`src/rtl/hazPkg.sv`:
```
package hazPkg;

  typedef enum logic [1:0] {
    SRC_REGFILE = 2'b00,
    SRC_MEMWB   = 2'b01,
    SRC_EXMEM   = 2'b10
  } fwdSrc_e;

  // which downstream latch writes a given source operand
  typedef struct packed {
    logic inIdEx;
    logic inExMem;
    logic inMemWb;
  } prodHit_t;

  // strobes from the stall/flush control towards the pipeline
  typedef struct packed {
    logic holdPc;
    logic holdIfId;
    logic bubbleIdEx;
    logic flushIfId;
  } pipeStrobes_t;

  localparam int NUM_OPERANDS = 4;   // idA, idB, exA, exB
  localparam int OP_ID_A = 0;
  localparam int OP_ID_B = 1;
  localparam int OP_EX_A = 2;
  localparam int OP_EX_B = 3;

endpackage

```
`src/rtl/hazOperandMatch.sv`:
```
module hazOperandMatch
  import hazPkg::*;
#(
  parameter int IDX_W = 5
) (
  input  logic [IDX_W-1:0] srcIdx,
  input  logic             srcUsed,
  input  logic [IDX_W-1:0] idexDest,
  input  logic             idexRegWrite,
  input  logic [IDX_W-1:0] exmemDest,
  input  logic             exmemRegWrite,
  input  logic [IDX_W-1:0] memwbDest,
  input  logic             memwbRegWrite,
  output prodHit_t         hit
);
  localparam logic [IDX_W-1:0] ZERO_REG = '0;

  logic srcLive;

  always_comb begin
    srcLive       = srcUsed && (srcIdx != ZERO_REG);
    hit.inIdEx    = srcLive && idexRegWrite  && (idexDest  == srcIdx);
    hit.inExMem   = srcLive && exmemRegWrite && (exmemDest == srcIdx);
    hit.inMemWb   = srcLive && memwbRegWrite && (memwbDest == srcIdx);
  end
endmodule

```
`src/rtl/hazStallCtrl.sv`:
```
module hazStallCtrl
  import hazPkg::*;
(
  input  prodHit_t     idHitA,
  input  prodHit_t     idHitB,
  input  logic         idexMemRead,
  input  logic         exmemMemRead,
  input  logic         idIsBranch,
  input  logic         idBranchTaken,
  output pipeStrobes_t strobes
);
  logic loadUse;
  logic branchOnExec;
  logic branchOnMemLoad;
  logic stallNow;

  always_comb begin
    // load one slot ahead of any decode consumer
    loadUse         = idexMemRead && (idHitA.inIdEx || idHitB.inIdEx);
    // branch compares in decode: any producer still in execute is too late
    branchOnExec    = idIsBranch && (idHitA.inIdEx || idHitB.inIdEx);
    // load data only exists at the end of the memory stage
    branchOnMemLoad = idIsBranch && exmemMemRead &&
                      (idHitA.inExMem || idHitB.inExMem);
    stallNow        = loadUse || branchOnExec || branchOnMemLoad;

    strobes.holdPc     = stallNow;
    strobes.holdIfId   = stallNow;
    strobes.bubbleIdEx = stallNow;
    strobes.flushIfId  = idIsBranch && idBranchTaken && !stallNow;
  end
endmodule

```
`src/rtl/hazFwdSelect.sv`:
```
module hazFwdSelect
  import hazPkg::*;
(
  input  prodHit_t hitIdA,
  input  prodHit_t hitIdB,
  input  prodHit_t hitExA,
  input  prodHit_t hitExB,
  input  logic     exmemMemRead,
  output fwdSrc_e  selIdA,
  output fwdSrc_e  selIdB,
  output fwdSrc_e  selExA,
  output fwdSrc_e  selExB
);
  function automatic fwdSrc_e pickExec(prodHit_t h);
    if (h.inExMem)      return SRC_EXMEM;   // youngest value wins
    else if (h.inMemWb) return SRC_MEMWB;
    else                return SRC_REGFILE;
  endfunction

  // write-back producers reach decode through the split-phase register file
  function automatic fwdSrc_e pickDecode(prodHit_t h, logic memIsLoad);
    if (h.inExMem && !memIsLoad) return SRC_EXMEM;
    else                         return SRC_REGFILE;
  endfunction

  always_comb begin
    selExA = pickExec(hitExA);
    selExB = pickExec(hitExB);
    selIdA = pickDecode(hitIdA, exmemMemRead);
    selIdB = pickDecode(hitIdB, exmemMemRead);
  end
endmodule

```
`src/rtl/hazardUnit.sv`:
```
module hazardUnit
  import hazPkg::*;
#(
  parameter int IDX_W = 5
) (
  input  logic [IDX_W-1:0] idRs1,
  input  logic [IDX_W-1:0] idRs2,
  input  logic             idUseRs1,
  input  logic             idUseRs2,
  input  logic             idIsBranch,
  input  logic             idBranchTaken,
  input  logic [IDX_W-1:0] exRs1,
  input  logic [IDX_W-1:0] exRs2,
  input  logic             exUseRs1,
  input  logic             exUseRs2,
  input  logic [IDX_W-1:0] idexDest,
  input  logic             idexRegWrite,
  input  logic             idexMemRead,
  input  logic [IDX_W-1:0] exmemDest,
  input  logic             exmemRegWrite,
  input  logic             exmemMemRead,
  input  logic [IDX_W-1:0] memwbDest,
  input  logic             memwbRegWrite,
  output logic             pcHold,
  output logic             ifidHold,
  output logic             idexBubble,
  output logic             ifidFlush,
  output logic [1:0]       exFwdA,
  output logic [1:0]       exFwdB,
  output logic [1:0]       idFwdA,
  output logic [1:0]       idFwdB
);
  logic [IDX_W-1:0] srcIdx  [NUM_OPERANDS];
  logic             srcUsed [NUM_OPERANDS];
  prodHit_t         hits    [NUM_OPERANDS];
  pipeStrobes_t     strobes;
  fwdSrc_e          selIdA, selIdB, selExA, selExB;

  always_comb begin
    srcIdx[OP_ID_A]  = idRs1;   srcUsed[OP_ID_A] = idUseRs1;
    srcIdx[OP_ID_B]  = idRs2;   srcUsed[OP_ID_B] = idUseRs2;
    srcIdx[OP_EX_A]  = exRs1;   srcUsed[OP_EX_A] = exUseRs1;
    srcIdx[OP_EX_B]  = exRs2;   srcUsed[OP_EX_B] = exUseRs2;
  end

  for (genvar g = 0; g < NUM_OPERANDS; g++) begin : g_match
    hazOperandMatch #(.IDX_W(IDX_W)) i_match (
      .srcIdx        (srcIdx[g]),
      .srcUsed       (srcUsed[g]),
      .idexDest      (idexDest),
      .idexRegWrite  (idexRegWrite),
      .exmemDest     (exmemDest),
      .exmemRegWrite (exmemRegWrite),
      .memwbDest     (memwbDest),
      .memwbRegWrite (memwbRegWrite),
      .hit           (hits[g])
    );
  end

  hazStallCtrl i_stall (
    .idHitA        (hits[OP_ID_A]),
    .idHitB        (hits[OP_ID_B]),
    .idexMemRead   (idexMemRead),
    .exmemMemRead  (exmemMemRead),
    .idIsBranch    (idIsBranch),
    .idBranchTaken (idBranchTaken),
    .strobes       (strobes)
  );

  hazFwdSelect i_fwd (
    .hitIdA       (hits[OP_ID_A]),
    .hitIdB       (hits[OP_ID_B]),
    .hitExA       (hits[OP_EX_A]),
    .hitExB       (hits[OP_EX_B]),
    .exmemMemRead (exmemMemRead),
    .selIdA       (selIdA),
    .selIdB       (selIdB),
    .selExA       (selExA),
    .selExB       (selExB)
  );

  assign pcHold     = strobes.holdPc;
  assign ifidHold   = strobes.holdIfId;
  assign idexBubble = strobes.bubbleIdEx;
  assign ifidFlush  = strobes.flushIfId;
  assign exFwdA     = selExA;
  assign exFwdB     = selExB;
  assign idFwdA     = selIdA;
  assign idFwdB     = selIdB;
endmodule

```
`config.mk`:
```
export PLATFORM = sky130hd
export DESIGN_NAME = hazardUnit
export DESIGN_NICKNAME = d
export VERILOG_FILES = /design/src/rtl/hazPkg.sv /design/src/rtl/hazOperandMatch.sv /design/src/rtl/hazStallCtrl.sv /design/src/rtl/hazFwdSelect.sv /design/src/rtl/hazardUnit.sv
export SDC_FILE = /design/constraint.sdc
export NUM_CORES = 1
export LEC_CHECK = 0
export BUFFER_PORTS_ARGS = -buffer_cell sky130_fd_sc_hd__buf_2
export CAP_MARGIN = 20
export CORE_MARGIN = 5
export CORE_UTILIZATION = 35
export DETAILED_ROUTE_END_ITERATION = 16
export PLACE_DENSITY = 0.76
export SYNTH_ARGS = -nofsm -noshare
export SYNTH_HDL_FRONTEND = slang
export SYNTH_SLANG_ARGS = --single-unit
```
`constraint.sdc`:
```
create_clock -name vclk -period 2.2
set_input_delay 0.22 -clock vclk [all_inputs]
set_output_delay 0.22 -clock vclk [all_outputs]
set_load 0.02 [all_outputs]
```
After elaboration in Yosys (flattened, before gate mapping):

Index checks and enable logic that the tools add are counted.

* register bits: 0
* output and inout bits: 12
* word-level logic and storage cells: 52

* equal/unequal tests: 8
* multiplexer cells: 6
* reductions and logical operators: 38

Operators by type and width (count)
* == test 5 bit: 8
* logical AND 1 bit: 28
* nonzero test 5 bit: 4
* two-way mux 2 bit: 4
* logical OR 1 bit: 4
* zero test 1 bit: 2
* two-way mux 1 bit: 2

Logic depth before layout (Yosys ltp):

Gate-level depths: netlist of the first run.

* depth in word-level cells: 10
* mapped depth: 7
* depth with buffers taken out: 5

Modules after synthesis:

Synthesis of the first run repeated with hierarchy kept, for this count alone.

* cells, all modules: 121
* area total of the unflattened synthesis: 900.9 um^2

Modules (own cells, without submodules)
* hazOperandMatch: times used 4, cells an instance 26, area an instance 192.7 um^2
* hazFwdSelect: times used 1, cells an instance 9, area an instance 73.8 um^2
* hazStallCtrl: times used 1, cells an instance 8, area an instance 56.3 um^2

Worst setup path after synthesis of the first run:

Ideal clock, no wire load.

* kind: input to output
* start: input exmemDest[3]
* end: output ifidHold
* arrival: 1787 ps
* path slack: 193 ps
* stages: 7
* buffers on the path: 2
* path through: clkbuf_1 -> xnor2_1 -> nand4_1 -> nor3_2 -> o21ai_1 -> o21ai_0 -> buf_4

* longest elaborated chain between the ends: 5
* elaborated cells on any way between the ends: 7
* classes of those cells: eq/ne (2); reduce/logical (5)

RTL lines
* start: declaration: line hazardUnit.sv:19 `input logic [IDX_W-1:0] exmemDest,`
* == test 5 bit: line hazOperandMatch.sv:23 `hit.inExMem = srcLive && exmemRegWrite && (exmemDest == srcIdx);`
* logical AND 1 bit: line hazOperandMatch.sv:23
* logical OR 1 bit *: line hazStallCtrl.sv:24 `(idHitA.inExMem || idHitB.inExMem);`
* logical AND 1 bit *: line hazStallCtrl.sv:23 `branchOnMemLoad = idIsBranch && exmemMemRead &&`
* logical OR 1 bit *: line hazStallCtrl.sv:25 `stallNow = loadUse || branchOnExec || branchOnMemLoad;`
* end: declaration: line hazardUnit.sv:25 `output logic ifidHold,`

Mark *: on every way between the ends. The rest lies on a longest branch, timed or not.

Worst setup path in the final report of the first run:

* start: input idRs2[0]
* end: output ifidFlush

* longest elaborated chain between the ends: 10
* elaborated cells on any way between the ends: 17
* classes of those cells: eq/ne (2); reduce/logical (15)

RTL lines
* start: declaration: line hazardUnit.sv:7 `input logic [IDX_W-1:0] idRs2,`
* nonzero test 5 bit: line hazOperandMatch.sv:21 `srcLive = srcUsed && (srcIdx != ZERO_REG);`
* logical AND 1 bit: line hazOperandMatch.sv:21
* logical AND 1 bit (2 in series): line hazOperandMatch.sv:22 `hit.inIdEx = srcLive && idexRegWrite && (idexDest == srcIdx);`
* logical OR 1 bit: line hazStallCtrl.sv:19, hazStallCtrl.sv:21
* logical AND 1 bit (on tied branches): line hazStallCtrl.sv:19, hazStallCtrl.sv:21
* logical OR 1 bit: line hazStallCtrl.sv:25
* logical OR 1 bit *: line hazStallCtrl.sv:25
* zero test 1 bit *: line hazStallCtrl.sv:30 `strobes.flushIfId = idIsBranch && idBranchTaken && !stallNow;`
* logical AND 1 bit *: line hazStallCtrl.sv:30
* end: declaration: line hazardUnit.sv:27 `output logic ifidFlush,`

Marked as above.

==> flow_metrics.tcl, run 1 <==
set metrics [dict create \
    crit_family "simple AND/OR/NAND/NOR gates" \
    die-area_sq_um 2780 \
    endpoint_kind "output port" \
    drtAntennaViolNets 0 \
    crit_path_frequent_cell "buf_2" \
    design.seq.count 0 \
    synth_top_area_cell "xnor2_1" \
    critical_path_class "input pin to output port" \
    cp_cell_sequence "buf_2 -> or4_1 -> o21ai_2 -> nor3_1 -> o21ai_1 -> and4_1 -> buf_2" \
    final-max-slew-violation-count 0 \
    firstDrtPassIters 5 \
    n_antenna_cell 0 \
    post_cts_buffers 0 \
    post-route-period-util 0.833 \
    register_area_sq_um 0 \
    startpoint "idRs2[0]" \
    synth_seq_area_share 0 \
    cp_slowest_stage_delay_ns 0.54 \
    hold_class "input pin to output port" \
    setup_viol 0 \
    num_rows 15 \
    drt-total-wl_um 2090 \
    synth_area_sq_um 638 \
    netlist_instances 88 \
    hold_end "idFwdB[1]" \
    routedWlPerCell_um 13.0 \
    required_ns 1.98 \
    maxCapViolCount 0 \
    dieHeight_um 52.7 \
    drtIter0Drc 3 \
    cp_max_fo 3 \
    power.leakage_nw 0.391 \
    start_kind "input pin" \
    yosys-top-cells-count "xnor2_1 (30), xor2_1 (10), nand4_1 (6), nor4_1 (6)" \
    irDropWorstVdd_mv 0.0832 \
    grt_usage 0.151 \
    ys_types 20 \
    hold_viol_final 0 \
    rsz0062_at_grt "no" \
    worst-path-buf-inv 2 \
    synth_largest_type_area_fraction 0.412 \
    fp.coreArea_sq_um 1730 \
    setup_tns_ns 0 \
    fin_hold_ws_ns 0.746 \
    via_per_inst 5.04 \
    die_width_um 52.7 \
    io_pins 58 \
    worstPathArrival_ns 1.61 \
    min_path_cells 3 \
    fin_crit_ns 1.83 \
    syn_to_final_growth_pct 41.8 \
    nClkBuffers 0 \
    start_util 0.370 \
    worstHoldStart "exmemMemRead" \
    postCtsHoldBufs 0 \
    drive_gt1_frac 0.441 \
    p_per_area_nw_per_um2 186 \
    layout.nets 184 \
    grt_pass1_vias 834 \
    overflow 0 \
    yosys-top-cells-area "xnor2_1 (41%), xor2_1 (14%), nand4_1 (5.9%)" \
    num_vias 811 \
    grt_max_degree 5 \
    post_cts_resized 0 \
    yosysWarnings 0 \
    synth_most_common_cell "xnor2_1" \
    crit_slowest_cell "or4_1" \
    status "complete, no violations" \
    syn_area_per_cell_sq_um 7.25 \
    gp_congestion 0.798 \
    max_freq_ghz 0.546 \
    drc 0 \
    portBuffers 56 \
    dpl.hpwl_um 1930 \
    antenna_found_initial 0 \
    grt_pass1_wl_um 3350 \
]
[how the worst max path moves through the flow]
stage / to / slack (ns) / depth (start not counted)
detailed placement: ifidFlush / 0.37 / 7
finish: ifidFlush / 0.37 / 7
CTS: ifidFlush / 0.37 / 7
floorplan: ifidHold / 0.19 / 7
global placement: ifidFlush / 0.40 / 7
global route: ifidFlush / 0.25 / 7
[power breakdown]
group,switching [mW],internal [mW],leakage (nW),total [mW]
logic,0.0848,0.0835,0.391,0.168
registers,0,0,0,0
clock network,0,0,0,0
[worst min-delay path, delay by kind of cell]
kind	cells	cell delay, ns
and+or+nand+nor	1	0.05
buffers and inverters	2	0.25
[cell type report]
type,instances,area (sq um)
fill,191,822
timing repair buffer,56,280
inverter,1,3.75
multi-input combinational,79,589
tap,25,31.3
[logic make-up (layout without fill, tap and decap cells)]
| family | Yosys count | in the layout | share of synthesized area |
|---|---|---|---|
| xor+xnor | 40 | 40 | 0.549 |
| simple gates | 30 | 30 | 0.284 |
| buf+inv | 10 | 57 | 0.0824 |
| compound gates | 7 | 7 | 0.0784 |
| other cells | 1 | 2 | 0.00588 |
[per-layer routing]
layer / vias to the layer above / part of all wire / GRT usage / wire length [um]
li1: 399 / - / - / -
met1: 362 / 0.40 / 0.175 / 840
met2: 50 / 0.46 / 0.291 / 964
met3: 0 / 0.13 / 0.0256 / 281
met4: 0 / 0 / 0.0170 / 0
met5: - / 0 / 0 / 0
[layout by cell type (no fill, tap or decap)]
cell / instances
buf_2: 56
o21ai_2: 1
conb_1: 2
o21ai_4: 1
nor3_1: 5
nand4_1: 6
or4_1: 3
o21ai_1: 1
nand3_1: 2
nor4_1: 6
nand2_1: 4
nor3_2: 1
and4_1: 1
inv_1: 1
or4_4: 1
xnor2_1: 30
xor2_1: 10
o21ai_0: 4
nor2_1: 1
[stage by stage]
step	worst slack (ns)	instances	total power, mW	util	cell area [sq um]
2_1_floorplan	0.193	89	0.0967	-	642
3_3_place_gp	0.401	161	0.165	0.524	905
3_5_place_dp	0.368	161	0.169	0.524	905
4_1_cts	0.365	161	0.170	0.524	905
5_1_grt	0.249	161	0.186	0.524	905
6_report	0.367	161	0.168	0.524	905
No activity file was read; power rests on OpenSTA's default activity.
==> inputs of run 2 (changes only) <==
==> constraint.sdc (replaced) <==
create_clock -name vclk -period 1.9
set_input_delay 0.19 -clock vclk [all_inputs]
set_output_delay 0.19 -clock vclk [all_outputs]
set_load 0.02 [all_outputs]
==> flow_metrics.tcl, run 2 (synthesized netlist as in run 1, its figures left out) <==
set metrics [dict create \
    register_area_sq_um 0 \
    firstDrtPassIters 4 \
    n_antenna_cell 0 \
    syn_to_final_growth_pct 41.8 \
    design.seq.count 0 \
    via_per_inst 4.92 \
    drt-total-wl_um 2080 \
    grt_pass1_wl_um 3070 \
    utilization 0.524 \
    drtAntennaViolNets 0 \
    dpl.hpwl_um 1930 \
    setup_tns_ns 0 \
    postCtsHoldBufs 0 \
    start_util 0.370 \
    drive_gt1_frac 0.441 \
    routedWlPerCell_um 12.9 \
    nClkBuffers 0 \
    required_ns 1.71 \
    maxCapViolCount 0 \
    crit_path_frequent_cell "buf_2" \
    critical_path_class "input pin to output port" \
    layout.nets 184 \
    most-common-layout-cells "buf_2 (56), xnor2_1 (30), xor2_1 (10), nand4_1 (6), nor4_1 (6)" \
    cp_slowest_stage_delay_ns 0.54 \
    antenna_found_initial 0 \
    rsz0062_at_grt "no" \
    grt_max_degree 5 \
    multi_input_area_sq_um 589 \
    drc 0 \
    num_rows 15 \
    hold_viol_final 0 \
    drtIter0Drc 6 \
    power.leakage_nw 0.391 \
    crit_slowest_cell "or4_4" \
    final_common_cell "buf_2" \
    post-route-period-util 0.945 \
    dpl_cell_area_sq_um 905 \
    p_per_area_nw_per_um2 216 \
    die_width_um 52.7 \
    overflow 0 \
    max_freq_ghz 0.557 \
    gp_congestion 0.758 \
    n_fill_cell 177 \
    die-area_sq_um 2780 \
    start_kind "input pin" \
    io_pins 58 \
    portBuffers 56 \
    fin_crit_ns 1.80 \
    worstPathArrival_ns 1.61 \
    fin_hold_ws_ns 0.685 \
    cp_max_fo 3 \
    endpoint_kind "output port" \
    final-max-slew-violation-count 0 \
    dieHeight_um 52.7 \
    num_vias 792 \
    setup_viol 0 \
    post_cts_buffers 0 \
    irDropWorstVdd_mv 0.104 \
    post_cts_resized 0 \
    status "complete, no violations" \
    stdcell_area_sq_um 905 \
    grt_pass1_vias 779 \
    grt_usage 0.140 \
    hold_class "input pin to output port" \
    cp_cell_sequence "buf_2 -> or4_4 -> o21ai_4 -> nor3_2 -> o21ai_1 -> and4_1 -> buf_2" \
    fp.coreArea_sq_um 1730 \
]
run 2: cell counts in the layout (fill, tap and decap cells not counted):
No cell type changed its count.
run 2: final timing paths:
path | startpoint | to | slack (ns) | cells after the start
setup / recovery | idRs1[0] | ifidFlush | 0.10 | 7
hold / removal | exmemMemRead | idFwdA[1] | 0.69 | 3
run 2: through the flow:
stage,std cells,power [mW],worst slack [ns]
global route,161,0.214,0.0168
floorplan,89,0.112,0.126
CTS,161,0.197,0.104
finish,161,0.195,0.104
detailed placement,161,0.196,0.104
global placement,161,0.190,0.141
run 2: worst max-delay path: cells and delay by family:
kind            cells  cell delay [ns]
compound gates      2             0.33
buf+inv             2             0.28
simple gates        3             0.80
run 2: layer usage:
metal | track usage | wire [um] | vias to the layer above
li1 | - | - | 397
met1 | 0.167 | 833 | 350
met2 | 0.273 | 993 | 45
met3 | 0.0228 | 252 | 0
met4 | 0 | 0 | 0
met5 | 0 | 0 | -
run 2: area by class of cell:
cell class                 instances  share of cell area
timing repair buffer              56               0.310
multi-input combinational         79               0.651
inverter                           1             0.00415
tap                               25              0.0346
run 2: power breakdown:
group | switching, mW | internal, mW | total [mW]
sequential | 0 | 0 | 0
clock | 0 | 0 | 0
combinational | 0.0987 | 0.0967 | 0.195
total | 0.0987 | 0.0967 | 0.195
==> inputs of run 3 (changes only) <==
==> constraint.sdc (replaced) <==
create_clock -name vclk -period 1.9
set_input_delay 0.19 -clock vclk [all_inputs]
set_output_delay 0.19 -clock vclk [all_outputs]
set_load 0.05 [all_outputs]
==> flow_metrics.tcl, run 3 (synthesized netlist as in run 1, its figures left out) <==
set metrics [dict create \
    status "complete, no violations" \
    critical_path_class "input pin to output port" \
    die-area_sq_um 2780 \
    grt_max_degree 5 \
    die_width_um 52.7 \
    register_area_sq_um 0 \
    syn_to_final_growth_pct 61.6 \
    start_util 0.370 \
    grt_pass1_wl_um 3340 \
    num_rows 15 \
    hold_end "idFwdB[1]" \
    power.leakage_nw 0.440 \
    final_common_cell "buf_2" \
    setup_viol 0 \
    final-max-slew-violation-count 0 \
    fin_crit_ns 1.83 \
    hold_class "input pin to output port" \
    num_vias 807 \
    post_cts_resized 0 \
    routedWlPerCell_um 12.4 \
    cp_max_fo 3 \
    endpoint_kind "output port" \
    most-common-layout-cells "buf_2 (55), xnor2_1 (30), xor2_1 (10), buf_4 (10), nand4_1 (6)" \
    antenna_found_initial 0 \
    layout.nets 193 \
    startpoint "idRs2[0]" \
    fp.coreArea_sq_um 1730 \
    via_per_inst 4.75 \
    post-route-period-util 0.961 \
    postCtsHoldBufs 0 \
    setup_slack_ns 0.0737 \
    overflow 0 \
    min_path_cells 3 \
    gp_congestion 0.848 \
    firstDrtPassIters 4 \
    drc 0 \
    start_kind "input pin" \
    portBuffers 56 \
    p_per_area_nw_per_um2 221 \
    nClkBuffers 0 \
    drive_gt1_frac 0.524 \
    io_pins 58 \
    design.seq.count 0 \
    drtIter0Drc 10 \
    n_fill_cell 174 \
    multi_input_area_sq_um 646 \
    drt-total-wl_um 2110 \
    setup_tns_ns 0 \
    grt_pass1_vias 825 \
    grt_usage 0.150 \
    drtAntennaViolNets 0 \
    dpl.hpwl_um 2010 \
    post_cts_buffers 0 \
    worstPathArrival_ns 1.64 \
    dieHeight_um 52.7 \
    maxCapViolCount 0 \
    hold_viol_final 0 \
    pre_cts_ws_ns 0.0109 \
    required_ns 1.71 \
    worstHoldStart "exmemMemRead" \
    max_freq_ghz 0.548 \
    irDropWorstVdd_mv 0.0972 \
    n_antenna_cell 0 \
]
-- run 3: cell count changes in the layout (fill, tap and decap cells not counted), moves of 2 or more --
| cell | change |
|---|---|
| buf_4 | +10 |
| nor3_1 | -4 |
| nor3_2 | +2 |
| nor3_4 | +2 |
| nor4_1 | -2 |
| nor4_2 | +2 |
| o21ai_0 | -2 |
-- run 3: area by class of cell --
class / count / area share
Inverter: 1 / 0.00364
Timing Repair Buffer: 65 / 0.340
Multi-Input combinational cell: 79 / 0.626
Tap cell: 25 / 0.0303
-- run 3: how the worst max path moves through the flow --
stage                     end  cells past startpoint  slack [ns]
global route        ifidFlush                      7       -0.02
detailed placement  ifidFlush                      7        0.01
global placement    ifidFlush                      7        0.04
finish              ifidFlush                      7        0.07
floorplan           ifidFlush                      5      0.0005
CTS                 ifidFlush                      7        0.01
-- run 3: stage by stage --
step                instances  hold slack [ns]  total power [mW]   util  area [sq um]
finish                    170            0.738             0.228  0.597          1030
CTS                       170            0.742             0.228  0.596          1030
global route              170            0.757             0.249  0.597          1030
global placement          170            0.738             0.222  0.596          1030
detailed placement        170            0.741             0.228  0.596          1030
floorplan                  89            0.485             0.132      -           698
-- run 3: layer usage --
| layer | global-route usage | part of all wire |
|---|---|---|
| met1 | 0.173 | 0.38 |
| met2 | 0.295 | 0.58 |
| met3 | 0.0114 | 0.037 |
| met4 | 0.0255 | 0.0043 |
| met5 | 0 | 0 |
-- run 3: worst max-delay path, cell delays in order --
cell	delay (ns)
buf_2	0.10
or4_1	0.53
o21ai_2	0.18
nor3_1	0.08
o21ai_1	0.16
and4_1	0.21
buf_4	0.19
-- run 3: where the power goes --
part | switching (mW) | internal [mW] | leakage, nW
combinational | 0.119 | 0.109 | 0.440
sequential | 0 | 0 | 0
clock | 0 | 0 | 0
total | 0.119 | 0.109 | 0.440
